**src/rtl/dsz_pkg.sv**
```systemverilog
// Shared constants for the comma-aligned word assembler.
// Assumes a ten-bit transmission character.
package dsz_pkg;
    localparam int CHAR_W = 10;

    // Comma in reception order: bit CHAR_W-1 is the first received.
    localparam logic [CHAR_W-1:0] COMMA_RX = 10'b0011111010;

    // Reorders a reception-order character into lane order (lane 0 first received).
    function automatic logic [CHAR_W-1:0] to_lanes(input logic [CHAR_W-1:0] v);
        logic [CHAR_W-1:0] r;
        for (int i = 0; i < CHAR_W; i++) r[i] = v[CHAR_W-1-i];
        return r;
    endfunction
endpackage

```
**src/rtl/dsz_comma_window.sv**
```systemverilog
// Ten-bit sliding window over accepted serial bits.
// Flags a comma on the bit that completes it, and releases each bit
// again once it has left the window (a ten-bit lookahead delay).
// Assumes bit_vld qualifies bit_in; reset empties the window.
module dsz_comma_window #(
    parameter int CHAR_W = dsz_pkg::CHAR_W
) (
    input  logic clk,
    input  logic rst_n,
    input  logic bit_in,
    input  logic bit_vld,
    output logic dly_bit,
    output logic dly_vld,
    output logic comma_hit
);
    localparam int FILL_W = $clog2(CHAR_W + 1);
    localparam logic [FILL_W-1:0] FULL = FILL_W'(CHAR_W);

    logic [CHAR_W-1:0] hist;
    logic [FILL_W-1:0] fill;
    logic [CHAR_W-1:0] win;

    // Window as it stands once the incoming bit is included.
    assign win       = {hist[CHAR_W-2:0], bit_in};
    assign comma_hit = bit_vld && (fill >= FULL - 1'b1) && (win == dsz_pkg::COMMA_RX);
    assign dly_vld   = bit_vld && (fill == FULL);
    assign dly_bit   = hist[CHAR_W-1];

    // Shift accepted bits in and count until the window is full.
    always_ff @(posedge clk) begin
        if (!rst_n) begin
            hist <= '1;
            fill <= '0;
        end else if (bit_vld) begin
            hist <= win;
            if (fill != FULL) fill <= fill + 1'b1;
        end
    end

    assert_fill_bound_R3: assert property (@(posedge clk) disable iff (!rst_n)
        fill <= FULL);
    assert_lookahead_full_R3: assert property (@(posedge clk) disable iff (!rst_n)
        dly_vld |-> $past(fill) >= FULL - 1'b1);
endmodule

```
**src/rtl/dsz_word_builder.sv**
```systemverilog
// Packs lookahead-delayed bits into 10- or 20-bit words and places them
// on the lanes. Resets its counter on a realign request (comma ahead) or
// on a restart request. Assumes narrow changes only while dly_vld is low.
module dsz_word_builder #(
    parameter int CHAR_W = dsz_pkg::CHAR_W
) (
    input  logic                  clk,
    input  logic                  rst_n,
    input  logic                  dly_bit,
    input  logic                  dly_vld,
    input  logic                  realign,
    input  logic                  restart,
    input  logic                  narrow,
    output logic [2*CHAR_W-1:0]   par_data,
    output logic                  word_vld,
    output logic                  sync_flag
);
    localparam int WIDE_W = 2 * CHAR_W;
    localparam int CNT_W  = $clog2(WIDE_W);
    localparam logic [CHAR_W-1:0] COMMA_LANES = dsz_pkg::to_lanes(dsz_pkg::COMMA_RX);

    logic [CNT_W-1:0]  cnt;
    logic [CNT_W-1:0]  last_idx;
    logic [CNT_W-1:0]  pos;
    logic [WIDE_W-1:0] acc;
    logic [WIDE_W-1:0] acc_n;
    logic [WIDE_W-1:0] word_n;
    logic [CHAR_W-1:0] head;
    logic              done;

    // Slot of the incoming bit, and whether it closes the word.
    always_comb begin
        last_idx = narrow ? CNT_W'(CHAR_W - 1) : CNT_W'(WIDE_W - 1);
        pos      = narrow ? CNT_W'(CHAR_W) + cnt : cnt;
        acc_n    = acc;
        if (dly_vld) acc_n[pos] = dly_bit;
        done     = dly_vld && (cnt == last_idx) && !restart;
        head     = narrow ? acc_n[WIDE_W-1:CHAR_W] : acc_n[CHAR_W-1:0];
    end

    // Lane placement: in narrow mode the low lanes read high.
    for (genvar i = 0; i < WIDE_W; i++) begin : g_lane
        if (i < CHAR_W) begin : g_lo
            assign word_n[i] = narrow | acc_n[i];
        end else begin : g_hi
            assign word_n[i] = acc_n[i];
        end
    end

    // Counter, accumulator and output word registers.
    always_ff @(posedge clk) begin
        if (!rst_n) begin
            cnt       <= '0;
            acc       <= '0;
            par_data  <= '1;
            word_vld  <= 1'b0;
            sync_flag <= 1'b0;
        end else begin
            acc      <= acc_n;
            word_vld <= done;
            if (done) begin
                par_data  <= word_n;
                sync_flag <= (head == COMMA_LANES);
            end
            if (restart || realign || done) cnt <= '0;
            else if (dly_vld)               cnt <= cnt + 1'b1;
        end
    end

    assert_cnt_bound_R3: assert property (@(posedge clk) disable iff (!rst_n)
        cnt < CNT_W'(WIDE_W));
    assert_single_pulse_R11: assert property (@(posedge clk) disable iff (!rst_n)
        word_vld |=> !word_vld);
    assert_hold_between_R11: assert property (@(posedge clk) disable iff (!rst_n)
        !word_vld |-> ($stable(par_data) && $stable(sync_flag)));
    assert_low_lanes_high_R4: assert property (@(posedge clk) disable iff (!rst_n)
        (word_vld && $past(narrow)) |-> (par_data[CHAR_W-1:0] == '1));
endmodule

```
**src/rtl/dsz_comma_deser.sv**
```systemverilog
// Top level: serial input select, edge detection on the mode inputs,
// comma lookahead window and word builder.
// Assumes frame_en and narrow change only in cycles with bit_vld low.
module dsz_comma_deser #(
    parameter int CHAR_W = dsz_pkg::CHAR_W
) (
    input  logic                clk,
    input  logic                rst_n,
    input  logic                ser_main,
    input  logic                ser_loop,
    input  logic                loop_sel,
    input  logic                bit_vld,
    input  logic                frame_en,
    input  logic                narrow,
    output logic [2*CHAR_W-1:0] par_data,
    output logic                word_vld,
    output logic                sync_flag
);
    logic ser_bit;
    logic narrow_q;
    logic frame_q;
    logic restart;
    logic dly_bit;
    logic dly_vld;
    logic comma_hit;

    assign ser_bit = loop_sel ? ser_loop : ser_main;
    assign restart = (narrow && !narrow_q) || (frame_q && !frame_en);

    // Previous mode levels; loaded with the live levels during reset.
    always_ff @(posedge clk) begin
        narrow_q <= narrow;
        frame_q  <= frame_en;
    end

    dsz_comma_window #(.CHAR_W(CHAR_W)) u_window (
        .clk       (clk),
        .rst_n     (rst_n),
        .bit_in    (ser_bit),
        .bit_vld   (bit_vld),
        .dly_bit   (dly_bit),
        .dly_vld   (dly_vld),
        .comma_hit (comma_hit)
    );

    dsz_word_builder #(.CHAR_W(CHAR_W)) u_builder (
        .clk       (clk),
        .rst_n     (rst_n),
        .dly_bit   (dly_bit),
        .dly_vld   (dly_vld),
        .realign   (comma_hit && frame_en),
        .restart   (restart),
        .narrow    (narrow),
        .par_data  (par_data),
        .word_vld  (word_vld),
        .sync_flag (sync_flag)
    );

    assert_sync_with_word_R6: assert property (@(posedge clk) disable iff (!rst_n)
        $rose(sync_flag) |-> word_vld);
    assert_idle_no_word_R10: assert property (@(posedge clk) disable iff (!rst_n)
        !bit_vld |=> !word_vld);
endmodule

```
**config.mk**
```make
export PLATFORM = sky130hd
export DESIGN_NAME = dsz_comma_deser
export DESIGN_NICKNAME = d
export VERILOG_FILES = /design/src/rtl/dsz_pkg.sv /design/src/rtl/dsz_comma_window.sv /design/src/rtl/dsz_word_builder.sv /design/src/rtl/dsz_comma_deser.sv
export SDC_FILE = /design/constraint.sdc
export NUM_CORES = 1
export LEC_CHECK = 0
export ABC_AREA = 1
export ABC_CLOCK_PERIOD_IN_PS = 2300
export CAP_MARGIN = 10
export CORE_MARGIN = 1
export CORE_UTILIZATION = 53
export CTS_BUF_LIST = sky130_fd_sc_hd__clkbuf_2
export CTS_CLUSTER_DIAMETER = 40
export DETAILED_ROUTE_END_ITERATION = 12
export GPL_TIMING_DRIVEN = 0
export PLACE_DENSITY = 0.78
export SLEW_MARGIN = 20
export SYNTH_ARGS = -nofsm -noshare
export SYNTH_HDL_FRONTEND = slang
export SYNTH_SLANG_ARGS = --single-unit
```
**constraint.sdc**
```tcl
create_clock -name clk -period 2.3 [get_ports clk]
set_clock_uncertainty 0.2 [all_clocks]
set_input_delay 0.69 -clock clk [delete_from_list [all_inputs] [get_ports clk]]
set_output_delay 0.69 -clock clk [all_outputs]
set_load 0.01 [all_outputs]
```
==> flow_summary.toml <==
[outcome]
status = "completed"

[synth]
seq_area_frac_synth = 0.427
syn_avg_cell_area_um2 = 7.30
yosysWarnings = 0
yosysUniqueCellTypes = 31
synth_fp_nets = 419
ys_ff_latch = 63
syn_inst = 405
syn_area_um2 = 2960

[power_and_ir_drop]
p_comb_frac = 0.077
power_density_nw_per_um2 = 506
p_int_uw = 1410
netSwitchingPower_uw = 508
seqPwrFrac = 0.585
p_leak_uw = 0.00162
p_clk_frac = 0.338
swShare = 0.264
ir_worst_vdd_v = 0.000430
p_total_uw = 1920

[worst_setup_path]
required_ns = 2.54
crit_path_end_kind = "register"
crit_path_start_kind = "register"
arrival_ns = 2.51
crit_path_max_fanout = 8
path_class = "register to register"

[floorplan]
die-area_um2 = 5880
initial_core_util = 0.564
fp.coreArea_um2 = 5240
pin_count = 30
die_w_um = 76.7
fp-row-count = 26
die_h_um = 76.7

[placed_design]
dp.cells = 504
io_buffer_count = 29
dp_slack_ns = -0.858
dp_hpwl_um = 4790
place.gp.congestion = 0.828

[route]
ant_nets = 0
vias_per_cell = 5.30
first_pass_iters = 4
wire_per_inst_um = 13.6
drt-total-wl_um = 7360
first_iter_violations = 188
num_vias = 2866
drcViolationCount = 0

[cells_and_area]
fin_nets = 480
fin_util = 0.726
antennaDiodeCount = 0
areaGrowthSynthToFinish_pct = 28.6
num-fill-cells = 419
layout.cells.non_filler = 541
drive_above_1_share = 0.214

[timing]
setup_slack_ns = 0.0289
tightest_slew_ns = 0.593
rsz0062_at_grt = "yes"
timing.final.crit_share = 0.987
finalHoldViolations = 0
max_freq_ghz = 0.440
tns_ns = 0
min_period_ns = 2.27
final_max_slew_viol_count = 0
setup-violations-final = 0
relSlewSlack = 0.605

[clock_tree]
cts_tree = "built"
clock_latency_ns = 0.50
cts.htree.levels = 3
hold_buffers = 0
cts-buffers-inserted = 9
clock_path_buffers = 2
cts.sinks = 63
cts_root_buf = "clkbuf_2"
cts.clk_slew.worst_paths_ns = 0.18

[grt]
grt_pass1_vias = 2595
grt_max_degree = 12
track_usage = 0.253
grt_remaining_overflow = 0
grt_pass1_wl_um = 11700
antenna_found_initial = 0

[flow_run]
cap_violations = 0

[min_path]
hp-class = "input pin to register"
timing repair:
action,CTS,global route
gates resized for setup,41,50
setup buffers,8,11
endpoints found under the setup margin,46,30
endpoints found under the hold margin,0,0
pin swaps,6,21
gates cloned,1,1
layout make-up:
cell class	instances	area [µm²]	share of cell area
clock buffers	10	50.0	0.0132
clock inverters	6	61.3	0.0161
multi-input cells	281	1590	0.418
flip-flops and latches	63	1280	0.337
inverters	47	193	0.0507
well taps	70	87.6	0.0230
plain buffers	15	97.6	0.0257
repair buffers	49	443	0.117
placed cells by master, fill, tap and decap left out, types with 6 or more instances in the layout:
cell / n
nand2_1: 91
dfxtp_1: 52
inv_1: 42
nor2_1: 35
nand3_1: 32
a21oi_1: 29
o21ai_0: 25
dlygate4sd2_1: 18
buf_4: 17
nand4_1: 13
clkbuf_2: 11
clkbuf_1: 9
dfxtp_2: 9
nor2_4: 8
nand2_2: 8
buf_6: 7
o21ai_2: 6
critical path: stages, from the launching register on:
cell	delay, ns
dfxtp_2	0.37
inv_2	0.07
ha_4	0.13
nand2_4	0.05
nor2_4	0.16
nand3_4	0.12
buf_12	0.15
nor2_8	0.17
nand4_1	0.14
nand2_2	0.14
nand3_2	0.08
nor2_1	0.10
nand2_1	0.08
nand2_1	0.09
nand2_2	0.05
a21oi_2	0.11
synth_stat cells (all sizes together):
cell | n | area (µm²)
nand2 | 101 | 382
dfxtp | 63 | 1260
nor2 | 46 | 245
inv | 45 | 169
nand3 | 39 | 205
o21ai | 33 | 169
a21oi | 32 | 164
nand4 | 14 | 93.8
clkbuf | 11 | 41.3
ha | 6 | 75.1
buf | 4 | 41.3
a211o | 2 | 17.5
nor4 | 2 | 12.5
and3 | 1 | 6.26
bufinv | 1 | 17.5
clkinv | 1 | 3.75
nor3 | 1 | 10.0
nor3b | 1 | 7.51
o22ai | 1 | 6.26
xnor2 | 1 | 27.5
power groups by stage:
stage	clock network (µW)	registers (µW)	logic, µW
global route	714	1130	163
finish	650	1120	148
CTS	668	1120	134
floorplan	0	1140	85.9
global placement	0	1150	123
detailed placement	0	1150	127
through the flow:
stage	hold WS [ns]	instance area [µm²]
5_1_grt	0.170	3800
4_1_cts	0.293	3570
2_1_floorplan	0.251	2960
3_5_place_dp	0.253	3330
3_3_place_gp	0.250	3330
6_report	0.211	3800
sequential cells by signal, summed over array words and instances, names as in the netlist:
register	count
u_builder.cnt	5
u_builder.par_data	20
u_builder.sync_flag	1
u_builder.word_vld	1
u_window.fill	4
u_window.hist	10
u_builder.acc	20
frame_q	1
narrow_q	1
logic make-up after synthesis:
group,Yosys count,synth area share
xor+xnor,1,0.00932
flops,63,0.427
buf+inv,62,0.0923
simple gates,205,0.326
fa+ha+maj,6,0.0254
compound gates,68,0.121
metal layers:
layer | vias to the layer above | part of all wire | GRT usage
li1 | 1444 | - | -
met1 | 1341 | 0.44 | 0.309
met2 | 67 | 0.48 | 0.414
met3 | 14 | 0.059 | 0.0786
met4 | 0 | 0.019 | 0.0942
met5 | - | 0 | 0
path summary, 6_finish.rpt:
check                                            from               endpoint  slack (ns)  cells after the start
worst max-delay path                 u_window.fill[0]    u_builder.sync_flag        0.03                     15
worst min-delay path                           narrow               narrow_q        0.21                      1
worst max register to register       u_window.fill[0]    u_builder.sync_flag        0.03                     15
worst min register to register  u_builder.par_data[8]  u_builder.par_data[8]        0.28                      1
Note: power is estimated with default switching activity, not from simulation.
